### src/rtl/ant_div_pkg.sv
package ant_div_pkg;
  typedef enum logic [1:0] {
    ST_IDLE   = 2'd0,
    ST_DWELL0 = 2'd1,
    ST_DWELL1 = 2'd2
  } ad_state_e;
endpackage

### src/rtl/ant_div_prescaler.sv
module ant_div_prescaler #(
  parameter int unsigned STEP_LO = 20,
  parameter int unsigned STEP_HI = 40
) (
  input  logic clk_i,
  input  logic rst_ni,
  input  logic run_i,
  input  logic long_i,
  output logic tick_o
);
  localparam int unsigned CW = $clog2(STEP_HI);

  logic [CW-1:0] cnt_q;
  logic [CW-1:0] limit;

  assign limit  = long_i ? CW'(STEP_HI - 1) : CW'(STEP_LO - 1);
  assign tick_o = run_i && (cnt_q == limit);

  always_ff @(posedge clk_i or negedge rst_ni) begin
    if (!rst_ni)      cnt_q <= '0;
    else if (!run_i)  cnt_q <= '0;
    else if (tick_o)  cnt_q <= '0;
    else              cnt_q <= cnt_q + 1'b1;
  end
endmodule

### src/rtl/ant_div_dwell_cnt.sv
module ant_div_dwell_cnt #(
  parameter int unsigned DWELL_W = 6
) (
  input  logic               clk_i,
  input  logic               rst_ni,
  input  logic               run_i,
  input  logic               tick_i,
  input  logic [DWELL_W-1:0] limit_i,
  output logic               expire_o
);
  logic [DWELL_W-1:0] step_q;

  assign expire_o = run_i && tick_i && (step_q == limit_i - 1'b1);

  always_ff @(posedge clk_i or negedge rst_ni) begin
    if (!rst_ni)        step_q <= '0;
    else if (!run_i)    step_q <= '0;
    else if (expire_o)  step_q <= '0;
    else if (tick_i)    step_q <= step_q + 1'b1;
  end
endmodule

### src/rtl/ant_div_pick.sv
module ant_div_pick #(
  parameter int unsigned RSSI_W = 8
) (
  input  logic              clk_i,
  input  logic              rst_ni,
  input  logic              cap0_i,
  input  logic              cap1_i,
  input  logic [RSSI_W-1:0] rssi_i,
  output logic [RSSI_W-1:0] rssi0_o,
  output logic              pick_o
);
  always_ff @(posedge clk_i or negedge rst_ni) begin
    if (!rst_ni) begin
      rssi0_o <= '0;
      pick_o  <= 1'b0;
    end else begin
      if (cap0_i) rssi0_o <= rssi_i;
      // strict compare: ties stay on antenna 0
      if (cap1_i) pick_o  <= (rssi_i > rssi0_o);
    end
  end
endmodule

### src/rtl/ant_div_ctrl.sv
module ant_div_ctrl
  import ant_div_pkg::*;
#(
  parameter int unsigned RSSI_W  = 8,
  parameter int unsigned DWELL_W = 6,
  parameter int unsigned STEP_LO = 20,
  parameter int unsigned STEP_HI = 40
) (
  input  logic               clk_i,
  input  logic               rst_ni,
  input  logic               start_i,
  input  logic [RSSI_W-1:0]  rssi_i,
  input  logic [DWELL_W-1:0] dwell_i,
  input  logic               presc_sel_i,
  input  logic               hw_sel_en_i,
  input  logic               sw_ant_i,
  output logic               ant_o,
  output logic               rssi_stb_o,
  output logic               rssi_ant_o,
  output logic               done_o
);
  ad_state_e          state_q;
  logic [DWELL_W-1:0] dwell_q;
  logic               long_q;
  logic               stb_q, stb_ant_q, done_q;
  logic               busy, accept, tick, expire, pick;
  logic [RSSI_W-1:0]  rssi0;

  assign busy   = (state_q != ST_IDLE);
  assign accept = (state_q == ST_IDLE) && start_i && (dwell_i != '0);

  ant_div_prescaler #(.STEP_LO(STEP_LO), .STEP_HI(STEP_HI)) u_presc (
    .clk_i(clk_i), .rst_ni(rst_ni), .run_i(busy), .long_i(long_q), .tick_o(tick)
  );

  ant_div_dwell_cnt #(.DWELL_W(DWELL_W)) u_dwell (
    .clk_i(clk_i), .rst_ni(rst_ni), .run_i(busy), .tick_i(tick),
    .limit_i(dwell_q), .expire_o(expire)
  );

  ant_div_pick #(.RSSI_W(RSSI_W)) u_pick (
    .clk_i(clk_i), .rst_ni(rst_ni),
    .cap0_i(state_q == ST_DWELL0 && expire),
    .cap1_i(state_q == ST_DWELL1 && expire),
    .rssi_i(rssi_i), .rssi0_o(rssi0), .pick_o(pick)
  );

  always_ff @(posedge clk_i or negedge rst_ni) begin
    if (!rst_ni) begin
      state_q   <= ST_IDLE;
      dwell_q   <= '0;
      long_q    <= 1'b0;
      stb_q     <= 1'b0;
      stb_ant_q <= 1'b0;
      done_q    <= 1'b0;
    end else begin
      stb_q  <= busy && expire;
      done_q <= (state_q == ST_DWELL1) && expire;
      if (busy && expire) stb_ant_q <= (state_q == ST_DWELL1);
      unique case (state_q)
        ST_IDLE: if (accept) begin
          state_q <= ST_DWELL0;
          dwell_q <= dwell_i;
          long_q  <= presc_sel_i;
        end
        ST_DWELL0: if (expire) state_q <= ST_DWELL1;
        ST_DWELL1: if (expire) state_q <= ST_IDLE;
        default:   state_q <= ST_IDLE;
      endcase
    end
  end

  always_comb begin
    if (!hw_sel_en_i) ant_o = sw_ant_i;
    else if (busy)    ant_o = (state_q == ST_DWELL1);
    else              ant_o = pick;
  end

  assign rssi_stb_o = stb_q;
  assign rssi_ant_o = stb_ant_q;
  assign done_o     = done_q;
endmodule

### config.mk
export PLATFORM = sky130hd
export DESIGN_NAME = ant_div_ctrl
export DESIGN_NICKNAME = d
export VERILOG_FILES = /design/src/rtl/ant_div_pkg.sv /design/src/rtl/ant_div_prescaler.sv /design/src/rtl/ant_div_dwell_cnt.sv /design/src/rtl/ant_div_pick.sv /design/src/rtl/ant_div_ctrl.sv
export SDC_FILE = /design/constraint.sdc
export NUM_CORES = 1
export LEC_CHECK = 0
export ABC_AREA = 1
export BUFFER_PORTS_ARGS = -buffer_cell sky130_fd_sc_hd__buf_4
export CAP_MARGIN = 0
export CORE_UTILIZATION = 45
export CTS_CLUSTER_DIAMETER = 200
export CTS_CLUSTER_SIZE = 10
export DETAILED_ROUTE_END_ITERATION = 12
export GPL_ROUTABILITY_DRIVEN = 0
export PLACE_DENSITY_LB_ADDON = 0.25
export RECOVER_POWER = 25
export SYNTH_ARGS = -nofsm -noshare
export SYNTH_HDL_FRONTEND = slang
export SYNTH_SLANG_ARGS = --single-unit
export TNS_END_PERCENT = 20
### constraint.sdc
create_clock -name clk_i -period 2 [get_ports clk_i]
set_input_delay 0.3 -clock clk_i [delete_from_list [all_inputs] [get_ports clk_i]]
set_output_delay 0.3 -clock clk_i [all_outputs]
set_load 0.02 [all_outputs]
==> results.toml <==
[status]
status = "finished clean"

[critical_path]
timing.critical_path.from_type = "register"
worst-setup-path-type = "reg2reg"
worstSetupEndpointType = "register"
critical_path.max_stage_delay_ps = 410
largest_delay_share_family_worst_path = "simple AND/OR/NAND/NOR gates"
worst-path-buf-inv = 4
cp_max_fo = 9
crit_slowest_cell = "dfrtp_1"
worst_ep_arrival_time_ps = 2010
crit_chain = "inv_1, ha_1, inv_1, nand2_1, nand3_1, nand2_1, inv_1, nand3_1, nor2_4, buf_4, nand4_1, nand2_1"
timing.critical_path.required_ps = 2220

[timing]
finalHoldViolCount = 0
grt_setup_unrepaired = "no"
report.final.setup_viol = 0
clock_skew_ps = 6.16
worst_pin_slew_ps = 817
period_share = 0.898
fmax_mhz = 557
finalSetupTns_ps = 0
drv_slew = 0
relSlewSlack = 0.456
finalCriticalPeriod_ps = 1800

[global_routing]
grt_overflow_total = 0
largest_net_degree_at_the_start_of_global_routing = 34
number_of_antenna_violations_at_the_first_check_in_global_routing = 0
vias_in_the_first_global_route = 1425
global_route_wire_length_before_repair_um = 6050
grt_util_all_layers = 0.184

[placed_design]
placed_cells_incl_taps = 320
place.port_buffers = 23
dp.final_hpwl_um = 2690

[drt]
wirelength_met1_um = 1730
dr.first_iter.drc_count = 90
drt_pass1_iterations = 5
drcViolationCount = 0
drtAntennaViolNets = 0
routed_wirelength_um = 3610
dr_wl_met2_um = 1720
routed_vias = 1549
avgRoutedWirePerCell_um = 11.0
maxUsedRoutingLayer = "met4"
route.met3.wl_um = 107
drt-vias-per-instance = 4.71

[cells_and_area]
insertedDiodeCount = 0
fin_cells = 329
final_core_utilization = 0.562
final_layout_size_suffix_gt1_frac = 0.136
num-nets-final = 309
syn2layout_area_growth_pct = 19.1
n_fill_cell = 375

[logic_synthesis]
register_bit_total_from_synthesis = 33
netlist.area_leader.share = 0.437
netlist-cell-type-count = 23
synth_seq_area_share = 0.437
netlist_instances = 248
synth_top_cells_by_area = "dfrtp_1, nand2_1, inv_1, ha_1, o21ai_0"
yosys-top-cells-count = "nand2_1, inv_1, dfrtp_1"
synth-edff-count = 0
synth.cell_area_um2 = 1890
post_synth.cell_area_avg_um2 = 7.61
synth_ff_type = "dfrtp_1"
syn-num-nets = 279
cell_with_the_most_instances_after_synthesis = "nand2_1"
yosysWarningCount = 0
synth-async-reset-ratio = 1.00
synth_area_leader_cell = "dfrtp_1"

[cts]
clock_tree_from_tritoncts = "yes"
cts-htree-levels = 2
numClockSinks = 33
cts-root-buf = "clkbuf_8"
cts_buf_count = 5
clkLatencyLatePin_ps = 280
cts.path.max_buffers = 2
cts_clk_pin_slew_worst_paths_ps = 70

[worst_hold_path]
holdCritPathClass = "in2reg"

[power_and_ir_drop]
vdd_ir_drop_max_mv = 0.475
static-leakage-power_nw = 1.25
p_per_area_nw_per_um2 = 610
share_seq_of_total_power = 0.487
net_switching_power_mw = 0.266
p_sw_frac = 0.194
clock_power_frac = 0.466
internal-power_mw = 1.11
comb_power_share = 0.048

[floorplan]
placementRows = 23
die_w_um = 66.8
floorplan.initialDensity = 0.472
design.die.area_um2 = 4460
fp.dieH_um = 66.8
floorplan.core_area_um2 = 4000
pin_count = 24

[job]
cap_viol_max_count = 0
==> tightest hold or removal path, cell delays in order <==
cell and delay (ps):
buf_4 110, inv_1 40, o21ai_0 70
==> kinds of logic (layout without fill, tap and decap cells) <==
group	count (synthesis)	count (layout)	synth area share
xor gates and xnor gates	10	10	0.0464
AOI/OAI and AO/OA	23	23	0.0630
adders and majority gates	11	11	0.0729
and+or+nand+nor	128	128	0.288
DFF	33	33	0.437
buffers and inverters	43	74	0.0928
==> per-stage QoR <==
stage / power, mW / area (um^2) / hold WS (ps) / setup WS [ps]
2_1_floorplan: 0.696 / 1890 / 4.41 / 380
3_3_place_gp: 0.745 / 2120 / 271 / 249
3_5_place_dp: 0.746 / 2120 / 269 / 182
4_1_cts: 1.39 / 2240 / 271 / 173
5_1_grt: 1.42 / 2250 / 290 / 12.8
6_report: 1.37 / 2250 / 274 / 204
==> registers in the layout (all words and copies together), names as in the netlist <==
register / cells
rssi_stb_o: 1
rssi_ant_o: 1
dwell_q: 6
u_dwell.step_q: 6
u_presc.cnt_q: 6
u_pick.pick_o: 1
done_o: 1
long_q: 1
state_q: 2
u_pick.rssi0_o: 8
==> worst paths after layout <==
check / start / end / slack, ps / depth (start not counted)
max: dwell_q[0] / u_pick.rssi0_o[2] / 200 / 12
min: dwell_i[3] / dwell_q[3] / 270 / 3
max reg2reg: dwell_q[0] / u_pick.rssi0_o[2] / 200 / 12
min reg2reg: u_presc.cnt_q[0] / u_presc.cnt_q[0] / 470 / 1
max in group asynchronous: rst_ni / done_o / 840 / 2
min in group asynchronous: rst_ni / u_presc.cnt_q[3] / 640 / 2
==> power groups by stage <==
stage               Sequential [mW]  Clock [mW]  Combinational, mW
global route                  0.667       0.676             0.0751
floorplan                     0.680           0             0.0156
CTS                           0.667       0.656             0.0681
detailed placement            0.680           0             0.0665
finish                        0.667       0.638             0.0655
global placement              0.680           0             0.0657
==> layout by cell type (no fill, tap or decap), types with 4 or more instances in the layout <==
| cell type | synthesis | final |
|---|---|---|
| nand4_1 | 10 | 10 |
| nand2_1 | 82 | 82 |
| clkbuf_8 | 0 | 6 |
| inv_1 | 38 | 38 |
| xor2_1 | 6 | 6 |
| xnor2_1 | 4 | 4 |
| buf_4 | 1 | 25 |
| nand3_1 | 13 | 13 |
| nor2_1 | 18 | 18 |
| dfrtp_1 | 33 | 33 |
| o21ai_0 | 15 | 15 |
| a21oi_1 | 4 | 4 |
| ha_1 | 11 | 11 |
==> timing repair <==
action / CTS / global route
hold buffers: 1 / 0
gates resized for setup: 0 / 1
hold endpoints to repair: 33 / 0
setup endpoints to repair: 0 / 7
setup buffers: 0 / 0
==> routing by layer <==
| layer | track usage | up-vias |
|---|---|---|
| met5 | 0 | - |
| met4 | 0.0904 | 0 |
| met3 | 0.0462 | 5 |
| met2 | 0.289 | 20 |
| met1 | 0.234 | 685 |
| li1 | - | 839 |
==> cell type report <==
cell class	instances	area, um^2	area share
clock buffer	7	86.3	0.0384
clock inverter	1	30.0	0.0134
inverter	39	146	0.0651
multi-input combinational	172	895	0.398
sequential	33	826	0.367
tap	50	62.6	0.0278
timing repair buffer	27	203	0.0901
Note: power is estimated with default switching activity, not from simulation.
